File: config.mk
export PLATFORM = sky130hd
export DESIGN_NAME = evdma_channel
export DESIGN_NICKNAME = d
export VERILOG_FILES = /design/src/rtl/evdma_pkg.sv /design/src/rtl/evdma_edge.sv /design/src/rtl/evdma_wrap_ptr.sv /design/src/rtl/evdma_lane.sv /design/src/rtl/evdma_channel.sv
export SDC_FILE = /design/constraint.sdc
export NUM_CORES = 1
export LEC_CHECK = 0
export ABC_AREA = 1
export BUFFER_PORTS_ARGS = -buffer_cell sky130_fd_sc_hd__buf_2
export CORE_UTILIZATION = 59
export DETAILED_ROUTE_END_ITERATION = 7
export PLACE_DENSITY = 0.95
export SKIP_LAST_GASP = 1
export SLEW_MARGIN = 0
export SYNTH_ARGS = -nofsm -noshare
export SYNTH_HDL_FRONTEND = slang
export SYNTH_HIERARCHICAL = 1
export SYNTH_SLANG_ARGS = --single-unit
export TNS_END_PERCENT = 10
File: constraint.sdc
create_clock -name clk -period 7.79 [get_ports clk]
set_input_delay 1.558 -clock clk [delete_from_list [all_inputs] [get_ports clk]]
set_output_delay 1.558 -clock clk [all_outputs]
set_load 0.01 [all_outputs]
File: src/rtl/evdma_pkg.sv
`timescale 1ns/1ps
package evdma_pkg;
    localparam int DATA_W = 16;
    localparam int BE_W   = DATA_W / 8;

    typedef enum logic [1:0] {
        ST_IDLE  = 2'd0,
        ST_ARMED = 2'd1,
        ST_MOVE  = 2'd2
    } ch_state_e;
endpackage

File: src/rtl/evdma_edge.sv
`timescale 1ns/1ps
module evdma_edge #(
    parameter int N_EVT = 4,
    parameter int SEL_W = 2
) (
    input  logic             clk,
    input  logic             rst_n,
    input  logic [N_EVT-1:0] evt,
    input  logic [SEL_W-1:0] sel,
    output logic             rise
);
    logic [N_EVT-1:0] prev_d, prev_q;
    logic [N_EVT-1:0] rises;

    for (genvar i = 0; i < N_EVT; i++) begin : g_line
        assign rises[i] = evt[i] & ~prev_q[i];
    end

    always_comb begin
        prev_d = evt;
        rise   = 1'b0;
        for (int k = 0; k < N_EVT; k++) begin
            if (int'(sel) == k) rise = rises[k];
        end
    end

    always_ff @(posedge clk or negedge rst_n) begin
        if (!rst_n) prev_q <= '0;
        else        prev_q <= prev_d;
    end
endmodule

File: src/rtl/evdma_wrap_ptr.sv
`timescale 1ns/1ps
module evdma_wrap_ptr #(
    parameter int SIZE_W = 16
) (
    input  logic              clk,
    input  logic              rst_n,
    input  logic              clr,
    input  logic              step,
    input  logic              wide,
    input  logic [SIZE_W-1:0] size,
    output logic [SIZE_W-1:0] off
);
    localparam logic [SIZE_W:0] ONE = (SIZE_W+1)'(1);
    localparam logic [SIZE_W:0] TWO = (SIZE_W+1)'(2);

    logic [SIZE_W-1:0] off_d, off_q;
    logic [SIZE_W:0]   sum;

    always_comb begin
        sum   = {1'b0, off_q} + (wide ? TWO : ONE);
        off_d = off_q;
        if (clr) begin
            off_d = '0;
        end else if (step) begin
            // wrap back to the region start once the size is reached
            off_d = (sum >= {1'b0, size}) ? '0 : sum[SIZE_W-1:0];
        end
    end

    always_ff @(posedge clk or negedge rst_n) begin
        if (!rst_n) off_q <= '0;
        else        off_q <= off_d;
    end

    assign off = off_q;
endmodule

File: src/rtl/evdma_lane.sv
`timescale 1ns/1ps
module evdma_lane
    import evdma_pkg::*;
(
    input  logic              wide,
    input  logic              src_odd,
    input  logic              dst_odd,
    input  logic [DATA_W-1:0] rdata,
    output logic [DATA_W-1:0] wdata,
    output logic [BE_W-1:0]   be,
    output logic [DATA_W-1:0] value
);
    logic [7:0] byte_v;

    always_comb begin
        byte_v = src_odd ? rdata[15:8] : rdata[7:0];
        if (wide) begin
            wdata = rdata;
            be    = 2'b11;
            value = rdata;
        end else begin
            wdata = {byte_v, byte_v};
            be    = dst_odd ? 2'b10 : 2'b01;
            value = {8'h00, byte_v};
        end
    end
endmodule

File: src/rtl/evdma_channel.sv
`timescale 1ns/1ps
module evdma_channel
    import evdma_pkg::*;
#(
    parameter int              N_EVT     = 4,
    parameter int              ADDR_W    = 32,
    parameter int              SIZE_W    = 16,
    parameter logic [31:0]     PHYS_MASK = 32'h1FFF_FFFF,
    localparam int             SEL_W     = (N_EVT > 1) ? $clog2(N_EVT) : 1
) (
    input  logic              clk,
    input  logic              rst_n,
    input  logic              arm,
    input  logic              abort_in,
    input  logic              clear_flags,
    input  logic              cfg_auto,
    input  logic              cfg_wide,
    input  logic              cfg_match_en,
    input  logic [15:0]       cfg_pattern,
    input  logic [SEL_W-1:0]  cfg_evt_sel,
    input  logic [ADDR_W-1:0] cfg_src_base,
    input  logic [ADDR_W-1:0] cfg_dst_base,
    input  logic [SIZE_W-1:0] cfg_src_size,
    input  logic [SIZE_W-1:0] cfg_dst_size,
    input  logic [SIZE_W-1:0] cfg_cell_size,
    input  logic [N_EVT-1:0]  evt_in,
    input  logic [ADDR_W-1:0] virt_addr,
    output logic [ADDR_W-1:0] phys_addr,
    output logic              rd_req,
    output logic [ADDR_W-1:0] rd_addr,
    input  logic [15:0]       rd_data,
    output logic              wr_req,
    output logic [ADDR_W-1:0] wr_addr,
    output logic [15:0]       wr_data,
    output logic [1:0]        wr_be,
    input  logic              mem_ready,
    output logic              armed,
    output logic              done_flag,
    output logic              abort_flag,
    output logic              done_irq,
    output logic              abort_irq
);
    localparam int              PAD_W = ADDR_W - SIZE_W;
    localparam logic [SIZE_W:0] ONE   = (SIZE_W+1)'(1);
    localparam logic [SIZE_W:0] TWO   = (SIZE_W+1)'(2);

    typedef struct packed {
        ch_state_e       st;
        logic            pend;
        logic [SIZE_W:0] cell_cnt;
        logic [SIZE_W:0] blk_cnt;
        logic            done;
        logic            abrt;
        logic            done_irq;
        logic            abrt_irq;
    } regs_t;

    localparam regs_t RESET_VAL = '{
        st: ST_IDLE, pend: 1'b0, cell_cnt: '0, blk_cnt: '0,
        done: 1'b0, abrt: 1'b0, done_irq: 1'b0, abrt_irq: 1'b0
    };

    regs_t r_d, r_q;

    logic              rise;
    logic [SIZE_W-1:0] src_off, dst_off;
    logic [SIZE_W:0]   step_b, blk_len;
    logic [15:0]       moved;
    logic              beat, blk_last, cell_last, hit, blk_end, pend_eff;
    logic              ptr_clr, ptr_step;

    // ---------------- trigger selection ----------------
    evdma_edge #(.N_EVT(N_EVT), .SEL_W(SEL_W)) i_edge (
        .clk  (clk),
        .rst_n(rst_n),
        .evt  (evt_in),
        .sel  (cfg_evt_sel),
        .rise (rise)
    );

    // ---------------- wrapping offsets ----------------
    evdma_wrap_ptr #(.SIZE_W(SIZE_W)) i_src_ptr (
        .clk  (clk),
        .rst_n(rst_n),
        .clr  (ptr_clr),
        .step (ptr_step),
        .wide (cfg_wide),
        .size (cfg_src_size),
        .off  (src_off)
    );

    evdma_wrap_ptr #(.SIZE_W(SIZE_W)) i_dst_ptr (
        .clk  (clk),
        .rst_n(rst_n),
        .clr  (ptr_clr),
        .step (ptr_step),
        .wide (cfg_wide),
        .size (cfg_dst_size),
        .off  (dst_off)
    );

    // ---------------- address and lane steering ----------------
    assign rd_addr = cfg_src_base + {{PAD_W{1'b0}}, src_off};
    assign wr_addr = cfg_dst_base + {{PAD_W{1'b0}}, dst_off};

    evdma_lane i_lane (
        .wide   (cfg_wide),
        .src_odd(rd_addr[0]),
        .dst_odd(wr_addr[0]),
        .rdata  (rd_data),
        .wdata  (wr_data),
        .be     (wr_be),
        .value  (moved)
    );

    assign phys_addr = virt_addr & PHYS_MASK[ADDR_W-1:0];

    // ---------------- next-state logic ----------------
    always_comb begin
        step_b    = cfg_wide ? TWO : ONE;
        blk_len   = (cfg_src_size >= cfg_dst_size) ? {1'b0, cfg_src_size}
                                                   : {1'b0, cfg_dst_size};
        beat      = (r_q.st == ST_MOVE) && mem_ready;
        blk_last  = (r_q.blk_cnt + step_b) >= blk_len;
        cell_last = (r_q.cell_cnt + step_b) >= {1'b0, cfg_cell_size};
        hit       = cfg_match_en && (moved == cfg_pattern);
        blk_end   = beat && (blk_last || hit);
        pend_eff  = r_q.pend || (rise && (r_q.st == ST_MOVE));

        r_d          = r_q;
        r_d.done_irq = 1'b0;
        r_d.abrt_irq = 1'b0;

        if (clear_flags) begin
            r_d.done = 1'b0;
            r_d.abrt = 1'b0;
        end

        unique case (r_q.st)
            ST_IDLE: begin
                if (arm) begin
                    r_d.st       = ST_ARMED;
                    r_d.done     = 1'b0;
                    r_d.abrt     = 1'b0;
                    r_d.pend     = 1'b0;
                    r_d.cell_cnt = '0;
                    r_d.blk_cnt  = '0;
                end
            end
            ST_ARMED: begin
                if (rise) r_d.st = ST_MOVE;
            end
            ST_MOVE: begin
                r_d.pend = pend_eff;
                if (beat) begin
                    r_d.cell_cnt = r_q.cell_cnt + step_b;
                    r_d.blk_cnt  = r_q.blk_cnt + step_b;
                    if (blk_end) begin
                        r_d.done     = 1'b1;
                        r_d.done_irq = 1'b1;
                        r_d.cell_cnt = '0;
                        r_d.blk_cnt  = '0;
                        r_d.pend     = 1'b0;
                        if (cfg_auto) r_d.st = pend_eff ? ST_MOVE : ST_ARMED;
                        else          r_d.st = ST_IDLE;
                    end else if (cell_last) begin
                        r_d.cell_cnt = '0;
                        r_d.pend     = 1'b0;
                        r_d.st       = pend_eff ? ST_MOVE : ST_ARMED;
                    end
                end
            end
            default: r_d.st = ST_IDLE;
        endcase

        if (abort_in) begin
            r_d.st       = ST_IDLE;
            r_d.pend     = 1'b0;
            r_d.cell_cnt = '0;
            r_d.blk_cnt  = '0;
            r_d.abrt     = 1'b1;
            r_d.abrt_irq = 1'b1;
        end

        ptr_clr  = blk_end || abort_in || ((r_q.st == ST_IDLE) && arm);
        ptr_step = beat && !blk_end;
    end

    always_ff @(posedge clk or negedge rst_n) begin
        if (!rst_n) r_q <= RESET_VAL;
        else        r_q <= r_d;
    end

    // ---------------- outputs ----------------
    assign rd_req     = (r_q.st == ST_MOVE);
    assign wr_req     = (r_q.st == ST_MOVE);
    assign armed      = (r_q.st != ST_IDLE);
    assign done_flag  = r_q.done;
    assign abort_flag = r_q.abrt;
    assign done_irq   = r_q.done_irq;
    assign abort_irq  = r_q.abrt_irq;
endmodule

# Word level (Yosys, flattened, before mapping)
# Cells that the tools add are included.
dict set report word_totals {
  reg_bits 77
  latch_bits 0
  ramBits 0
  mem_bits_ro 0
  out_inout_bits 121
  wordCells 94
  memories 0
}
dict set report op_classes {
  add_sub_neg 6
  n_mul 0
  div 0
  order_cmp 5
  n_eq_ne 10
  shifts 0
  mux 35
  bitwise_logic 8
  reduce_logical 19
}
# cell n
set op_table {}
lappend op_table {{16-bit 2-to-1 mux} 9}
lappend op_table {{36-bit one-hot mux with 2 select lines} 1}
lappend op_table {{17-bit by 16-bit >= comparator with 1-bit output} 4}
lappend op_table {{32-bit by 16-bit adder with 32-bit output} 2}
lappend op_table {{20-bit 2-to-1 mux} 2}
lappend op_table {{39-bit 2-to-1 mux} 1}
lappend op_table {{38-bit 2-to-1 mux} 1}
lappend op_table {{37-bit 2-to-1 mux} 1}
lappend op_table {{16-bit by 2-bit adder with 17-bit output} 2}
lappend op_table {{17-bit by 2-bit adder with 17-bit output} 2}
lappend op_table {{18-bit 2-to-1 mux} 1}
lappend op_table {{16-bit equality test} 1}
lappend op_table {{16-bit >= comparator} 1}
lappend op_table {{2-bit 2-to-1 mux} 7}
lappend op_table {{1-bit 2-to-1 mux} 10}
lappend op_table {{8-bit 2-to-1 mux} 1}
lappend op_table {{2-bit equality test (second input constant)} 3}
lappend op_table {{1-bit logical AND} 6}
lappend op_table {{3-bit != test (second input constant)} 2}
lappend op_table {{2-bit one-hot mux with 3 select lines} 1}
lappend op_table {{1-bit AND} 4}
lappend op_table {{2-bit by 1-bit equality test with 1-bit output (second input constant)} 2}
lappend op_table {{2-bit zero test} 2}
lappend op_table {{1-bit logical OR} 4}
lappend op_table {{other kinds (9)} 13}

# Logic depth before layout (Yosys ltp)
dict set report logic_depth {
  depth_word 14
  mapped_depth 32
}

# Hierarchy
# Netlist, hierarchy kept.
# mod instances cells_per_inst area_per_inst_um2
set by_module_without_submodules {}
lappend by_module_without_submodules {evdma_channel 1 1005 6655.1}
lappend by_module_without_submodules {{evdma_wrap_ptr at i_src_ptr} 1 273 1825.5}
lappend by_module_without_submodules {{evdma_wrap_ptr at i_dst_ptr} 1 214 1617.8}
lappend by_module_without_submodules {evdma_lane 1 95 426.7}
lappend by_module_without_submodules {evdma_edge 1 18 168.9}

# Worst setup path after synthesis
# OpenSTA, ideal clock, no wires.
dict set report synth_path {
  path_type {input -> output}
  startpoint {input cfg_dst_base[0]}
  endpoint {output wr_addr[22]}
  arrival_time_ps 3468
  required_time_ps 6232
  setup_slack_ps 2764
  stages 12
  path_buffers 0
  path_cell_list {ha_1 inv_1 fa_1 nand3b_1 nand2_1 a21oi_1 o21ai_2 a21oi_1 o21bai_2 nand2_1 nor2_1 xor2_1}
}
dict set report synth_via {
  elab_chain_len 1
}
# element line_no
set synth_rtl {}
lappend synth_rtl {{start, declared} evdma_channel.sv:22} ;# input logic [ADDR_W-1:0] cfg_dst_base,
lappend synth_rtl {{32-bit by 16-bit adder with 32-bit output} evdma_channel.sv:104} ;# assign wr_addr = cfg_dst_base + {{PAD_W{1'b0}}, dst_off};
lappend synth_rtl {{end, declared} evdma_channel.sv:33} ;# output logic [ADDR_W-1:0] wr_addr,
# Every way passes these cells.

# Final worst setup path
dict set report layout_path {
  startpoint {input cfg_dst_size[3]}
  endpoint {register i_src_ptr.off_q[8], in the netlist i_src_ptr/off[8]}
}
dict set report layout_via {
  elab_chain_len 8
  elab_cells_between_ends 11
  cone_classes {2 x order compare; 2 x mux; 7 x reduce/logical}
}
# element line_no
set layout_rtl {}
lappend layout_rtl {{start, declared} evdma_channel.sv:24} ;# input logic [SIZE_W-1:0] cfg_dst_size,
lappend layout_rtl {{16-bit >= comparator} evdma_channel.sv:121} ;# blk_len = (cfg_src_size >= cfg_dst_size) ? {1'b0, cfg_src_size}
lappend layout_rtl {{16-bit 2-to-1 mux (*)} evdma_channel.sv:121}
lappend layout_rtl {{17-bit by 16-bit >= comparator with 1-bit output (*)} evdma_channel.sv:124} ;# blk_last = (r_q.blk_cnt + step_b) >= blk_len;
lappend layout_rtl {{1-bit logical OR (*)} evdma_channel.sv:127} ;# blk_end = beat && (blk_last || hit);
lappend layout_rtl {{1-bit logical AND (*)} evdma_channel.sv:127}
lappend layout_rtl {{1-bit logical OR (*) (2 in series)} evdma_channel.sv:185} ;# ptr_clr = blk_end || abort_in || ((r_q.st == ST_IDLE) && arm);
lappend layout_rtl {{net ptr_clr} evdma_channel.sv:70} ;# logic ptr_clr, ptr_step;
lappend layout_rtl {{16-bit 2-to-1 mux / 2-bit nonzero test (equally long branches)} --}
lappend layout_rtl {{end signal, assigned} evdma_wrap_ptr.sv:31} ;# if (!rst_n) off_q <= '0;
lappend layout_rtl {{end signal, assigned} evdma_wrap_ptr.sv:32} ;# else off_q <= off_d;
lappend layout_rtl {{end, declared} evdma_wrap_ptr.sv:16} ;# logic [SIZE_W-1:0] off_d, off_q;
# Mark *: on every way through the listed nets, which the timed path passes. The rest lies on a longest branch.
# A chain may end at the register's enable or synchronous reset.

==> reports/qor.yml <==
ios: 312
power_density_mw_per_mm2: 99.0
async_flop_share_pct: 100
drt_first_pass_iters: 5
htree_levels: 3
drc: 0
grt_usage_pct: 30.5
ant_nets: 0
cap_violations: 0
worstSkewPairLatency_ns: 0.35
area_growth_pct: 12.5
syn_area_mm2: 0.0107
synth-compound-area-share_pct: 10.1
yosysUniqueCellTypes: 54
cts_buffers: 9
synth_top_cell_by_area: "dfrtp_1"
stdcell_count: 2038
place_congestion: 0.907
die_w_um: 137
slew_headroom_pct: 21.7
synth-edff-count: 0
clkSlewWorstSetupHoldPaths_ns: 0.06
criticalPathCategory: "in -> reg"
finalClockSkew_ns: 0.0148
finalPower_mw: 1.19
yosys.area_share.simple_pct: 33.7
leakagePower_nw: 7.14
wl_per_cell_um: 13.8
synthAdderAreaFrac_pct: 15.2
synth-xor-area-share_pct: 8.10
start_util_pct: 61.2
io_buffers: 247
setup_viol_count_final: 0
die_area_mm2: 0.0187
report.final.slew_viol_count: 0
cp_slowest_cell: "nand3_1"
hold_violations: 0
critPathMaxStageDelay_ns: 0.68
nets: 2122
dieHeight_um: 137
cts_tree: "done"
crit_path_max_fanout: 32
netlist.area_leader.share_pct: 18.0
start_kind: "input port"
cts_post_setup_buffers_inserted: 0
status: "finished, final reports clean"
seq_area_frac_synth_pct: 18.0
cts_root_buf: "clkbuf_16"
totalWireLength_um: 28100
ir_worst_vdd_mv: 0.100
end_kind: "register"
synth_seq_cells: 77
cts_hold_buf: 0
synth_commonest_cells: "nand2_1, inv_1, nor2_1, ha_1, nand3_1"
grt_max_degree: 78
synth_top_family_by_area: "simple AND/OR/NAND/NOR gates"
synth.most_common_cell: "nand2_1"
drive_gt1_share_pct: 20.5
place_inst: 2019
place_hpwl_um: 23000
worst-slew-pin-transition_ns: 1.17
rsz0062_at_grt: "no"
clkSinkCount: 77
cp.arrival_ns: 6.64
final.min_clock_period_ns: 6.41
grt_pass1_vias: 10413
synth_area_per_cell_um2: 6.66
synth_mux_area_share_pct: 0
crit_top_cell: "nand2_1"
drt_iter0_drc: 794
grt_antenna_before_repair: 5
vias: 10970
core_area_mm2: 0.0175
netlist_instances: 1605
via_per_inst: 5.38
min_path_type: "reg -> reg"
period_share_pct: 82.2
synthTopCellsByArea: "dfrtp_1, nand2_1, ha_1, inv_1, xor2_1"
yosysWarnings: 6
fp-row-count: 48
max_freq_ghz: 0.156
ys.flop_type: "dfrtp_1"
grt-ovfl-total: 0
clock_path_buffers: 2
grt_pass1_wl_um: 45700
tns_ns: 0
post_cts_resized: 0
cp.required_ns: 8.03
[critical path, delay by kind of cell]
family	cells	cell delay, ns
and+or+nand+nor	18	3.42
adders and majority gates	2	0.59
AOI/OAI and AO/OA	4	0.78
buffers and inverters	4	0.30
[placed cells by master (no fill, tap or decap), types with 35 or more instances in the layout]
cell,instances
a21oi_1,80
buf_2,246
dfrtp_1,77
ha_1,120
inv_1,285
nand2_1,415
nand3_1,89
nor2_1,136
o21ai_0,42
xnor2_1,35
xor2_1,62
[layer usage]
layer / track usage, % / share of wire (%) / vias up / wire length (µm)
met2: 53.4 / 48 / 455 / 13500
met4: 16.0 / 4.3 / 2 / 1210
met3: 5.33 / 7.1 / 91 / 1990
li1: - / - / 5481 / -
met5: 0 / 0.028 / - / 8
met1: 35.4 / 41 / 4941 / 11400
[area by class of cell]
class	count	area [µm²]
clock inverter	6	38.8
tap	225	282
fill	1409	5450
multi-input combinational	1176	7190
inverter	292	1100
sequential	77	1930
antenna	4	10.0
clock buffer	9	225
timing repair buffer	249	1250
[metrics by stage]
stage          setup WS (ns)  hold WS, ns  instance area, µm²  utilization [%]
2_1_floorplan           2.76        0.449               10700                -
4_1_cts                 1.51        0.482               12000             68.8
3_3_place_gp            1.29        0.465               11800             67.3
3_5_place_dp            1.19        0.469               11800             67.3
6_report                1.38        0.480               12000             68.8
5_1_grt                0.783        0.535               12000             68.8
[cells by family after synthesis]
family | Yosys count
other cells | 1
xor+xnor | 98
flops | 77
fa+ha+maj | 126
buf+inv | 354
compound gates | 173
simple gates | 776
[worst paths after layout]
check	startpoint	endpoint	slack (ns)	cells past startpoint
max	cfg_dst_size[3]	i_src_ptr/off[8]	1.38	28
min	r_q[38]	r_q[38]	0.48	2
max reg2reg	r_q[5]	i_src_ptr/off[8]	2.59	27
min reg2reg	r_q[38]	r_q[38]	0.48	2
max in group asynchronous	rst_n	i_dst_ptr/off[6]	5.74	1
min in group asynchronous	rst_n	r_q[32]	1.37	1
[flip-flops by register name, summed over array words and instances (netlist names)]
signal	cells
r_q	37
abort_flag	1
done_flag	1
i_edge/prev_q	4
i_dst_ptr/off	16
abort_irq	1
i_src_ptr/off	16
done_irq	1
[report_power, final]
group | switching [mW] | internal, mW | total (mW)
registers | 0.00750 | 0.406 | 0.414
logic | 0.242 | 0.146 | 0.388
clock network | 0.176 | 0.213 | 0.389
Note: power is estimated with default switching activity, not from simulation.
